`config.mk`:
```
export PLATFORM = sky130hd
export DESIGN_NAME = chan_cal_seq
export DESIGN_NICKNAME = d
export VERILOG_FILES = /design/src/rtl/cal_pkg.sv /design/src/rtl/cal_addr_decode.sv /design/src/rtl/cal_mac.sv /design/src/rtl/cal_init_seq.sv /design/src/rtl/chan_cal_seq.sv
export SDC_FILE = /design/constraint.sdc
export NUM_CORES = 2
export LEC_CHECK = 0
export BUFFER_PORTS_ARGS = -buffer_cell sky130_fd_sc_hd__buf_4
export CORE_ASPECT_RATIO = 0.7
export CORE_MARGIN = 2
export CORE_UTILIZATION = 55
export CTS_CLUSTER_DIAMETER = 40
export CTS_CLUSTER_SIZE = 10
export DETAILED_ROUTE_END_ITERATION = 8
export GPL_ROUTABILITY_DRIVEN = 0
export GPL_TIMING_DRIVEN = 0
export PLACE_DENSITY = 0.74
export SYNTH_ARGS = -nofsm -noshare
export SYNTH_HDL_FRONTEND = slang
export SYNTH_SLANG_ARGS = --single-unit
export TNS_END_PERCENT = 5
```
`constraint.sdc`:
```
create_clock -name clk -period 33.3 [get_ports clk]
set_input_delay 6.66 -clock clk [delete_from_list [all_inputs] [get_ports clk]]
set_output_delay 6.66 -clock clk [all_outputs]
set_load 0.01 [all_outputs]
```
`src/rtl/cal_pkg.sv`:
```
package cal_pkg;
   typedef enum logic [1:0] {
      AM_ONE   = 2'd0,
      AM_GROUP = 2'd1,
      AM_PAIR  = 2'd2,
      AM_ALL   = 2'd3
   } addr_mode_e;

   typedef enum logic [1:0] {
      RK_INPUT   = 2'd0,
      RK_GAIN    = 2'd1,
      RK_OFFS    = 2'd2,
      RK_BANKSEL = 2'd3
   } reg_kind_e;

   typedef enum logic [1:0] {
      SQ_IDLE = 2'd0,
      SQ_LEAD = 2'd1,
      SQ_CALC = 2'd2
   } seq_state_e;
endpackage

```
`src/rtl/cal_addr_decode.sv`:
```
module cal_addr_decode #(
   parameter int GRP_CH = 8,
   parameter int NGRP   = 2,
   localparam int NCH   = GRP_CH * NGRP,
   localparam int CW    = $clog2(NCH),
   localparam int OW    = $clog2(GRP_CH)
) (
   input  logic [1:0]    mode,
   input  logic [CW-1:0] chan,
   output logic [NCH-1:0] sel
);
   import cal_pkg::*;

   logic [CW-OW-1:0] chan_grp;
   logic [OW-1:0]    chan_off;
   addr_mode_e       am;

   assign chan_grp = chan[CW-1:OW];
   assign chan_off = chan[OW-1:0];
   assign am       = addr_mode_e'(mode);

   for (genvar g = 0; g < NGRP; g++) begin : g_grp
      for (genvar k = 0; k < GRP_CH; k++) begin : g_ch
         localparam int IDX = g * GRP_CH + k;
         always_comb begin
            unique case (am)
               AM_ONE:   sel[IDX] = (chan == CW'(IDX));
               AM_GROUP: sel[IDX] = (chan_grp == (CW-OW)'(g));
               AM_PAIR:  sel[IDX] = (chan_off == OW'(k));
               default:  sel[IDX] = 1'b1;
            endcase
         end
      end
   end
endmodule

```
`src/rtl/cal_mac.sv`:
```
module cal_mac #(
   parameter int DW     = 16,
   parameter bit SAT_EN = 1'b1
) (
   input  logic [DW-1:0] x_in,
   input  logic [DW-1:0] gain,
   input  logic [DW-1:0] offs,
   output logic [DW-1:0] y_out
);
   localparam int PW = 2 * DW + 1;
   localparam int SW = DW + 3;
   localparam logic signed [SW-1:0] MID_S  = SW'(1) <<< (DW - 1);
   localparam logic signed [SW-1:0] MAX_S  = (SW'(1) <<< DW) - SW'(1);

   logic [DW:0]            gain_inc;
   logic [PW-1:0]          prod;
   logic [DW-1:0]          scaled;
   logic signed [SW-1:0]   sum;

   assign gain_inc = {1'b0, gain} + (DW+1)'(1);
   assign prod     = PW'(x_in) * PW'(gain_inc);
   assign scaled   = prod[2*DW-1:DW];
   assign sum      = $signed({3'b000, scaled}) + $signed({3'b000, offs}) - MID_S;

   if (SAT_EN) begin : g_sat
      always_comb begin
         if (sum < 0)          y_out = '0;
         else if (sum > MAX_S) y_out = '1;
         else                  y_out = sum[DW-1:0];
      end
   end else begin : g_wrap
      assign y_out = sum[DW-1:0];
   end
endmodule

```
`src/rtl/cal_init_seq.sv`:
```
module cal_init_seq #(
   parameter int RST_CYC = 30000,
   localparam int CNTW   = $clog2(RST_CYC + 1)
) (
   input  logic clk,
   input  logic rst_n,
   input  logic init_n,
   output logic fire,
   output logic active
);
   logic            s1_q, s2_q;
   logic [CNTW-1:0] cnt_q;

   always_ff @(posedge clk) begin
      if (!rst_n) begin
         s1_q <= 1'b1;
         s2_q <= 1'b1;
      end else begin
         s1_q <= init_n;
         s2_q <= s1_q;
      end
   end

   assign fire = s1_q & ~s2_q;

   always_ff @(posedge clk) begin
      if (!rst_n)               cnt_q <= '0;
      else if (fire)            cnt_q <= CNTW'(RST_CYC);
      else if (cnt_q != '0)     cnt_q <= cnt_q - CNTW'(1);
   end

   assign active = (cnt_q != '0);
endmodule

```
`src/rtl/chan_cal_seq.sv`:
```
module chan_cal_seq #(
   parameter int DW       = 16,
   parameter int GRP_CH   = 8,
   parameter int NGRP     = 2,
   parameter int SLOT_CYC = 60,
   parameter int RST_CYC  = 30000,
   parameter bit SAT_EN   = 1'b1,
   localparam int NCH     = GRP_CH * NGRP,
   localparam int CW      = $clog2(NCH)
) (
   input  logic              clk,
   input  logic              rst_n,
   input  logic              init_n,
   input  logic              fmt_twos,
   input  logic              wr_en,
   input  logic [1:0]        wr_mode,
   input  logic [CW-1:0]     wr_chan,
   input  logic [1:0]        wr_kind,
   input  logic [DW-1:0]     wr_data,
   output logic              busy_n,
   output logic [NCH*DW-1:0] x2a_o,
   output logic [NCH*DW-1:0] x2b_o,
   output logic              done_stb,
   output logic [CW-1:0]     done_chan,
   output logic              done_bank
);
   import cal_pkg::*;

   localparam int LEAD_CYC = SLOT_CYC + SLOT_CYC / 2;
   localparam int TW       = $clog2(LEAD_CYC + 1);
   localparam int AW       = $clog2(SLOT_CYC + 1);
   localparam logic [DW-1:0] MID = DW'(1) << (DW - 1);

   if (SLOT_CYC < 2 || (SLOT_CYC % 2) != 0) begin : g_bad_slot
      $error("SLOT_CYC must be even and at least 2");
   end
   if (NCH > DW) begin : g_bad_width
      $error("bank-select vector must fit in one data word");
   end
   if (NGRP < 2 || (NGRP & (NGRP - 1)) != 0 || (GRP_CH & (GRP_CH - 1)) != 0) begin : g_bad_grp
      $error("group count and group size must be powers of two, at least two groups");
   end
   if (RST_CYC < 1) begin : g_bad_rst
      $error("RST_CYC must be positive");
   end

   // re-initialise sequence
   logic init_fire, init_act;

   cal_init_seq #(.RST_CYC(RST_CYC)) init_i (
      .clk    (clk),
      .rst_n  (rst_n),
      .init_n (init_n),
      .fire   (init_fire),
      .active (init_act)
   );

   // host write decode
   logic       acc;
   reg_kind_e  kind;
   logic [NCH-1:0] sel;
   logic [DW-1:0]  fmt_data;

   assign acc      = wr_en & ~init_act & ~init_fire;
   assign kind     = reg_kind_e'(wr_kind);
   assign fmt_data = fmt_twos ? (wr_data ^ MID) : wr_data;

   cal_addr_decode #(.GRP_CH(GRP_CH), .NGRP(NGRP)) dec_i (
      .mode (wr_mode),
      .chan (wr_chan),
      .sel  (sel)
   );

   logic [NCH-1:0] wr_mask;
   assign wr_mask = (acc && kind != RK_BANKSEL) ? sel : '0;

   // sequencer state
   seq_state_e     state_q;
   logic [TW-1:0]  tmr_q;
   logic [NCH-1:0] pend_q, pend_d, done_mask;
   logic [CW-1:0]  pick;
   logic           complete;
   logic [AW-1:0]  ab_tmr_q;
   logic [NCH-1:0] bank_q;

   always_comb begin
      pick = '0;
      for (int i = NCH - 1; i >= 0; i--) begin
         if (pend_q[i]) pick = CW'(i);
      end
   end

   assign complete  = (state_q == SQ_CALC) && (tmr_q == '0);
   assign done_mask = complete ? (NCH'(1) << pick) : '0;
   assign pend_d    = (pend_q & ~done_mask) | wr_mask;

   always_ff @(posedge clk) begin
      if (!rst_n || init_fire) begin
         state_q <= SQ_IDLE;
         tmr_q   <= '0;
         pend_q  <= '0;
      end else begin
         pend_q <= pend_d;
         unique case (state_q)
            SQ_IDLE: begin
               if (wr_mask != '0) begin
                  state_q <= SQ_LEAD;
                  tmr_q   <= TW'(LEAD_CYC - 1);
               end
            end
            SQ_LEAD: begin
               if (tmr_q == '0) begin
                  state_q <= SQ_CALC;
                  tmr_q   <= TW'(SLOT_CYC - 1);
               end else begin
                  tmr_q <= tmr_q - TW'(1);
               end
            end
            SQ_CALC: begin
               if (tmr_q == '0) begin
                  if (pend_d != '0) tmr_q <= TW'(SLOT_CYC - 1);
                  else              state_q <= SQ_IDLE;
               end else begin
                  tmr_q <= tmr_q - TW'(1);
               end
            end
            default: state_q <= SQ_IDLE;
         endcase
      end
   end

   // bank-select register and its hold timer
   always_ff @(posedge clk) begin
      if (!rst_n || init_fire) begin
         bank_q   <= '0;
         ab_tmr_q <= '0;
      end else if (acc && kind == RK_BANKSEL) begin
         bank_q   <= wr_data[NCH-1:0];
         ab_tmr_q <= AW'(SLOT_CYC);
      end else if (ab_tmr_q != '0) begin
         ab_tmr_q <= ab_tmr_q - AW'(1);
      end
   end

   // per-channel storage
   logic [DW-1:0] x1_all [NCH];
   logic [DW-1:0] m_all  [NCH];
   logic [DW-1:0] c_all  [NCH];
   logic [DW-1:0] mac_y;

   for (genvar i = 0; i < NCH; i++) begin : g_chan
      logic [DW-1:0] x1_r, m_r, c_r, x2a_r, x2b_r;

      always_ff @(posedge clk) begin
         if (!rst_n || init_fire) begin
            x1_r <= MID;
            m_r  <= '1;
            c_r  <= MID;
         end else if (wr_mask[i]) begin
            unique case (kind)
               RK_INPUT: x1_r <= fmt_data;
               RK_GAIN:  m_r  <= wr_data;
               RK_OFFS:  c_r  <= fmt_data;
               default:  ;
            endcase
         end
      end

      always_ff @(posedge clk) begin
         if (!rst_n || init_fire) begin
            x2a_r <= MID;
            x2b_r <= MID;
         end else if (done_mask[i]) begin
            if (bank_q[i]) x2b_r <= mac_y;
            else           x2a_r <= mac_y;
         end
      end

      assign x1_all[i] = x1_r;
      assign m_all[i]  = m_r;
      assign c_all[i]  = c_r;
      assign x2a_o[i*DW +: DW] = x2a_r;
      assign x2b_o[i*DW +: DW] = x2b_r;
   end

   // the single shared multiplier
   cal_mac #(.DW(DW), .SAT_EN(SAT_EN)) mac_i (
      .x_in  (x1_all[pick]),
      .gain  (m_all[pick]),
      .offs  (c_all[pick]),
      .y_out (mac_y)
   );

   // completion strobe
   always_ff @(posedge clk) begin
      if (!rst_n || init_fire) begin
         done_stb  <= 1'b0;
         done_chan <= '0;
         done_bank <= 1'b0;
      end else begin
         done_stb  <= complete;
         if (complete) begin
            done_chan <= pick;
            done_bank <= bank_q[pick];
         end
      end
   end

   assign busy_n = (state_q == SQ_IDLE) && (ab_tmr_q == '0) && !init_act;
endmodule


```
; Yosys cells after proc, flatten, opt, wreduce, memory -nomap -nowiden
; Index checks and enable logic that the tools add are counted.
[classes]
n_addsub = 6
n_mul = 1
magnitude_cmp = 4
eq_ne = 35
n_shift = 1
muxes = 62
bitwise_logic = 29
n_reduce_logical = 106
[op_table]
columns = operator, count
row1 = 16-bit binary-select mux with 4-bit select, 3
row2 = 16-bit 2-to-1 mux, 11
row3 = 2-bit AND reduction, 80
row4 = 4-bit 2-to-1 mux, 16
row5 = 1-bit case mux with 3 select lines, 16
row6 = 4-bit equality test (second input constant), 8
row7 = 16-bit by 17-bit multiplier with 32-bit output, 1
row8 = 16-bit nonzero test, 2
row9 = 15-bit 2-to-1 mux, 2
row10 = 7-bit 2-to-1 mux, 4
row11 = 1-bit inverter, 22
row12 = 7-bit case mux with 3 select lines, 1
row13 = 19-bit by 17-bit > comparator with 1-bit output (second input constant), 1
row14 = 19-bit by 1-bit < comparator with 1-bit output (second input constant), 1
row15 = 17-bit by 16-bit subtractor with 18-bit output (second input constant), 1
row16 = 16-bit by 1-bit adder with 17-bit output (second input constant), 1
row17 = 16-bit by 16-bit adder with 17-bit output, 1
row18 = 16-bit bitwise AND, 1
row19 = 4-bit by 3-bit equality test with 1-bit output (second input constant), 4
row20 = 16-bit inverter, 1
row21 = 16-bit OR, 1
row22 = 1-bit by 4-bit << shifter with 16-bit output (first input constant), 1
row23 = 15-bit nonzero test, 1
row24 = 15-bit by 1-bit subtractor with 15-bit output (second input constant), 1
row25 = 35 further kinds, 63
[totals]
regBits = 1350
in_bits = 29
output_inout_bits = 519
elab_cells = 337

; Depth between registers and ports, before layout
[depth]
word_depth = 27
ltp_mapped = 58
mapped_depth_nobuf = 52

; Modules after synthesis
; Synthesis repeated with hierarchy kept, for this count alone.
[unflattened]
cells_unflattened = 8770
area_unflattened_um2 = 65566.6
[by_module_without_submodules]
columns = module, n_inst, cells_each, area_per_inst_um2, seq_area_each_um2
row1 = chan_cal_seq, 1, 7483, 54659.9, 26685.6
row2 = cal_mac, 1, 1157, 9857.0, 0.0
row3 = cal_init_seq, 1, 97, 865.8, 340.3
row4 = cal_addr_decode, 1, 33, 183.9, 0.0

; Worst setup path after synthesis
; No wires, ideal clock.
[synth_path]
kind = register to register
start = register pend_q[5]
end = register g_chan[0].x2a_r[10]
setup_ns = 0.132
arrival_ns = 12.024
t_required_ns = 33.168
slack_ns = 21.143
path_stages_with_launch = 53
n_path_buf = 5
period_less_slack_ns = 12.157
path_cell_list = dfxtp_1 or4_1 o21a_1 buf_2 a41oi_1 o31ai_1 nor4_1 a21o_1 clkbuf_1 ha_1 nand2_1 or3b_4 nor3_1 xnor2_1 buf_2 nor2b_1 fa_1 inv_1 [... 17 more ...] xor2_1 ha_1 ha_1 nor2b_1 o21ai_0 a21boi_0 o21ai_0 a21boi_0 o21ai_0 a21boi_0 o31ai_1 a21oi_1 a21o_1 a21o_1 clkbuf_1 a21oi_1 clkbuf_1 a21oi_1
[synth_via]
elab_chain_cells = 17
word_cells_on_any_way = 27
cone_classes = add/sub: 3 / mul: 1 / order compare: 2 / shift: 1 / mux: 18 / bitwise: 1 / reduce/logical: 1
[synth_rtl]
columns = item, line_no
row1 = start: declaration, chan_cal_seq.sv:80  ; logic [NCH-1:0] pend_q, pend_d, done_mask;
row2 = start signal: assignment, chan_cal_seq.sv:103  ; pend_q <= pend_d;
row3 = 4-bit 2-to-1 mux (*) (6 in a row), chan_cal_seq.sv:89  ; if (pend_q[i]) pick = CW'(i);
row4 = 4-bit inverter with 5-bit output (implied by the code), "chan_cal_seq.sv:188, chan_cal_seq.sv:189, chan_cal_seq.sv:190"
row5 = 16-bit binary-select mux with 4-bit select, chan_cal_seq.sv:189  ; .gain (m_all[pick]),
row6 = 16-bit 2-to-1 mux (implied by the code) (2 in a row), chan_cal_seq.sv:189
row7 = 16-bit by 1-bit adder with 17-bit output, cal_mac.sv:20  ; assign gain_inc = {1'b0, gain} + (DW+1)'(1);
row8 = 16-bit by 17-bit multiplier with 32-bit output, cal_mac.sv:21  ; assign prod = PW'(x_in) * PW'(gain_inc);
row9 = 16-bit by 16-bit adder with 17-bit output, cal_mac.sv:23  ; assign sum = $signed({3'b000, scaled}) + $signed({3'b000, offs}) - MID_S;
row10 = 17-bit by 16-bit subtractor with 18-bit output, cal_mac.sv:23
row11 = 19-bit by 17-bit > comparator with 1-bit output, cal_mac.sv:28  ; else if (sum > MAX_S) y_out = '1;
row12 = 16-bit 2-to-1 mux, cal_mac.sv:28
row13 = 16-bit 2-to-1 mux, cal_mac.sv:27  ; if (sum < 0) y_out = '0;
row14 = end signal: assignment, chan_cal_seq.sv:175  ; else x2a_r <= mac_y;
row15 = end: declaration, chan_cal_seq.sv:152  ; logic [DW-1:0] x1_r, m_r, c_r, x2a_r, x2b_r;
; Every way passes the cells marked *; elsewhere a longest branch is shown, timed or not. The select of a mux whose other input is x is not followed.
; A chain may end at the register's enable or synchronous reset.

; Worst setup path in the final report
[layout_path]
start = register pend_q[0]
end = register g_chan[3].x2b_r[7]
[layout_via]
elab_chain_cells = 12
word_cells_on_any_way = 22
cone_classes = add/sub: 3 / mul: 1 / order compare: 2 / shift: 1 / mux: 13 / bitwise: 1 / reduce/logical: 1
[layout_rtl]
columns = item, line_no
row1 = 4-bit 2-to-1 mux (*), chan_cal_seq.sv:89
row2 = 4-bit inverter with 5-bit output (implied by the code), "chan_cal_seq.sv:188, chan_cal_seq.sv:189, chan_cal_seq.sv:190"
row3 = 16-bit binary-select mux with 4-bit select, chan_cal_seq.sv:189
row4 = 16-bit 2-to-1 mux (implied by the code) (2 in a row), chan_cal_seq.sv:189
row5 = 16-bit by 1-bit adder with 17-bit output, cal_mac.sv:20
row6 = 16-bit by 17-bit multiplier with 32-bit output, cal_mac.sv:21
row7 = 16-bit by 16-bit adder with 17-bit output, cal_mac.sv:23
row8 = 17-bit by 16-bit subtractor with 18-bit output, cal_mac.sv:23
row9 = 19-bit by 17-bit > comparator with 1-bit output, cal_mac.sv:28
row10 = 16-bit 2-to-1 mux, cal_mac.sv:28
row11 = 16-bit 2-to-1 mux, cal_mac.sv:27
row12 = end signal: assignment, chan_cal_seq.sv:174  ; if (bank_q[i]) x2b_r <= mac_y;
row13 = end: declaration, chan_cal_seq.sv:152
; Marked as above.

==> impl_metrics.yaml <==
outcome:
  status: "finished with violations"
  violations: "DRC, capacitance limit"
sta:
  timing.final.crit_share: 0.524
  rsz0062_at_grt: "false"
  drv_slew: 0
  max_freq_ghz: 0.0573
  finClkSkew_ns: 0.0459
  hold_viol: 0
  slew-limit-headroom: 0.00693
  period_needed_ns: 17.45
  finalSetupTns_ns: 0
  setup_viol: 0
  tightest_slew_ns: 1.49
  worst_hold_slack_ns: 0.448
  timing.final.ws_setup_ns: 15.85
clock_network:
  cts_resized: 0
  cts_buffers: 165
  cts_buffer_depth: 3
  post-cts-setup-buffers: 0
  cts_tree: "built"
  cts-root-buf: "clkbuf_16"
  holdBufCountCts: 0
  clock_latency_ns: 0.82
  cts.sinks: 1350
  clk_pin_slew_ns: 0.06
  htree_levels: 4
worst_setup_path:
  crit_path_frequent_cell: "fa_1"
  crit_fanout: 10
  crit_slowest_cell: "clkbuf_1"
  slowest_delay_ns: 0.99
  cp-end-kind: "flip-flop"
  startpoint_type: "flip-flop"
  ff2ff_path_depth: 51
  worstPathRequired_ns: 33.92
  arrival_ns: 18.07
  critPathKind: "flip-flop to flip-flop"
yosys:
  synth_edf_count: 0
  synthDistinctLibCells: 97
  synth_area_mm2: 0.0638
  synth-seq-area-share: 0.424
  yosysWarnings: 0
  ys_ff_latch: 1350
  synth_cells: 8059
  synth.avg_cell_area_um2: 7.92
  synth_ff_type: "dfxtp_1"
  async_flop_share: 0
  syn_nets: 8433
drt:
  vias: 66500
  routed-wl-met2_um: 105000
  dr.first_iter.drc_count: 12300
  wl_per_cell_um: 26.9
  avgViaCountPerCell: 6.42
  ant_nets: 0
  wl_met3_um: 51400
  top_layer_used: "met5"
  drcViolationCount: 142
  dr.pass1.iters: 9
  wl_met1_um: 102000
  wl_um: 278000
global_route:
  track_usage: 0.451
  grt_pass1_wl_um: 398000
  grt_max_degree: 17
  grt_pass1_vias: 61400
  overflow: 0
  antenna_found_initial: 11
placement:
  dp_hpwl_um: 208000
  dp.cells: 10100
  place_ws_ns: 16.89
  numPortBuffers: 527
finish:
  synthToLayoutAreaGrowth_pct: 17.2
  layout_common_cells: "2254 x nand2_1, 1350 x dfxtp_1, 1088 x a21oi_1"
  drive_gt1_frac: 0.109
  layout_commonest_cell: "nand2_1"
  regArea_mm2: 0.0270
  final_nets: 9135
  instances_no_fill: 10400
  multiInputGateArea_mm2: 0.0330
  nFillCells: 9687
floorplan:
  die_y_um: 289
  die-area_mm2: 0.119
  io_pins: 548
  core_area_mm2: 0.115
  row_count: 104
  die_w_um: 411
  start_util: 0.555
worst_hold_path:
  worstHoldPathType: "flip-flop to flip-flop"
  hold_depth: 2
job:
  max-cap-violations: 1
per-stage QoR:
stage / area, um2 / util
2_1_floorplan: 63800 / -
3_3_place_gp: 69700 / 0.606
3_5_place_dp: 69800 / 0.607
4_1_cts: 74700 / 0.649
5_1_grt: 74700 / 0.650
6_report: 74700 / 0.650
logic make-up after synthesis:
logic type,Yosys count,synth area share
AND/OR/NAND/NOR,3293,0.219
flip-flops,1350,0.424
AO/OA/AOI/OAI,1891,0.166
multiplexers,169,0.0313
adder cells (fa/ha/maj),345,0.0920
buffers and inverters,960,0.0602
XOR/XNOR,51,0.00747
per-layer routing:
| layer | GRT usage | vias to the layer above |
|---|---|---|
| li1 | - | 28200 |
| met1 | 0.587 | 31300 |
| met2 | 0.590 | 5834 |
| met3 | 0.225 | 1148 |
| met4 | 0.269 | 12 |
| met5 | 0.0176 | - |
sequential cells by signal, indices dropped and copies added, names as in the netlist:
name,cells
init_i.cnt_q,15
tmr_q,7
g_chan.x2a_r,256
ab_tmr_q,6
state_q,2
init_i.s2_q,1
g_chan.m_r,256
g_chan.x1_r,256
g_chan.c_r,256
done_bank,1
g_chan.x2b_r,256
done_stb,1
pend_q,16
bank_q,16
done_chan,4
init_i.s1_q,1
cells in the mapped netlist (all sizes together), types with 17 or more instances:
library cell  count  share of area
ha              138          0.027
nand3           391          0.031
a21o             25         0.0029
o21ai           486          0.038
nor3             70         0.0055
or2              55         0.0054
a31oi            30         0.0032
clkbuf          575          0.034
buf              93         0.0092
nor2b            53         0.0052
a311oi          101          0.014
nand2          2256           0.13
a21oi          1092          0.086
inv             292          0.017
nor4             17         0.0027
nor2            225          0.014
mux2i           134          0.021
o211ai           43         0.0052
o31ai            33         0.0048
dfxtp          1350           0.42
nand2b           67         0.0066
fa              207          0.065
xnor2            36         0.0053
nand4            17         0.0018
mux4             23         0.0081
and3            102          0.010
worst max-delay path: cells and delay by family, from the launching register on:
kind / cells / cell delay [ns]
flops: 1 / 0.40
buf+inv: 9 / 3.52
simple gates: 7 / 1.96
xor+xnor: 2 / 1.12
fa+ha+maj: 10 / 4.04
compound gates: 23 / 6.15
final timing paths:
check / startpoint / endpoint / slack (ns)
worst max-delay path: pend_q[0] / g_chan[3].x2b_r[7] / 15.85
worst min-delay path: g_chan[9].x1_r[10] / g_chan[9].x1_r[10] / 0.45
worst max register to register: pend_q[0] / g_chan[3].x2b_r[7] / 15.85
worst min register to register: g_chan[9].x1_r[10] / g_chan[9].x1_r[10] / 0.45
cell type report:
class                   instances  share of cell area
multi-input cells            5749               0.441
flip-flops and latches       1350               0.362
inverters                     292              0.0147
plain buffers                 668              0.0367
diodes                          4            0.000134
clock inverters                32             0.00690
clock buffers                 191              0.0589
well taps                    1537              0.0257
repair buffers                535              0.0542
Power is not shown: default switching activity piles up to over one toggle a cycle in this logic, so the estimate is an artifact.
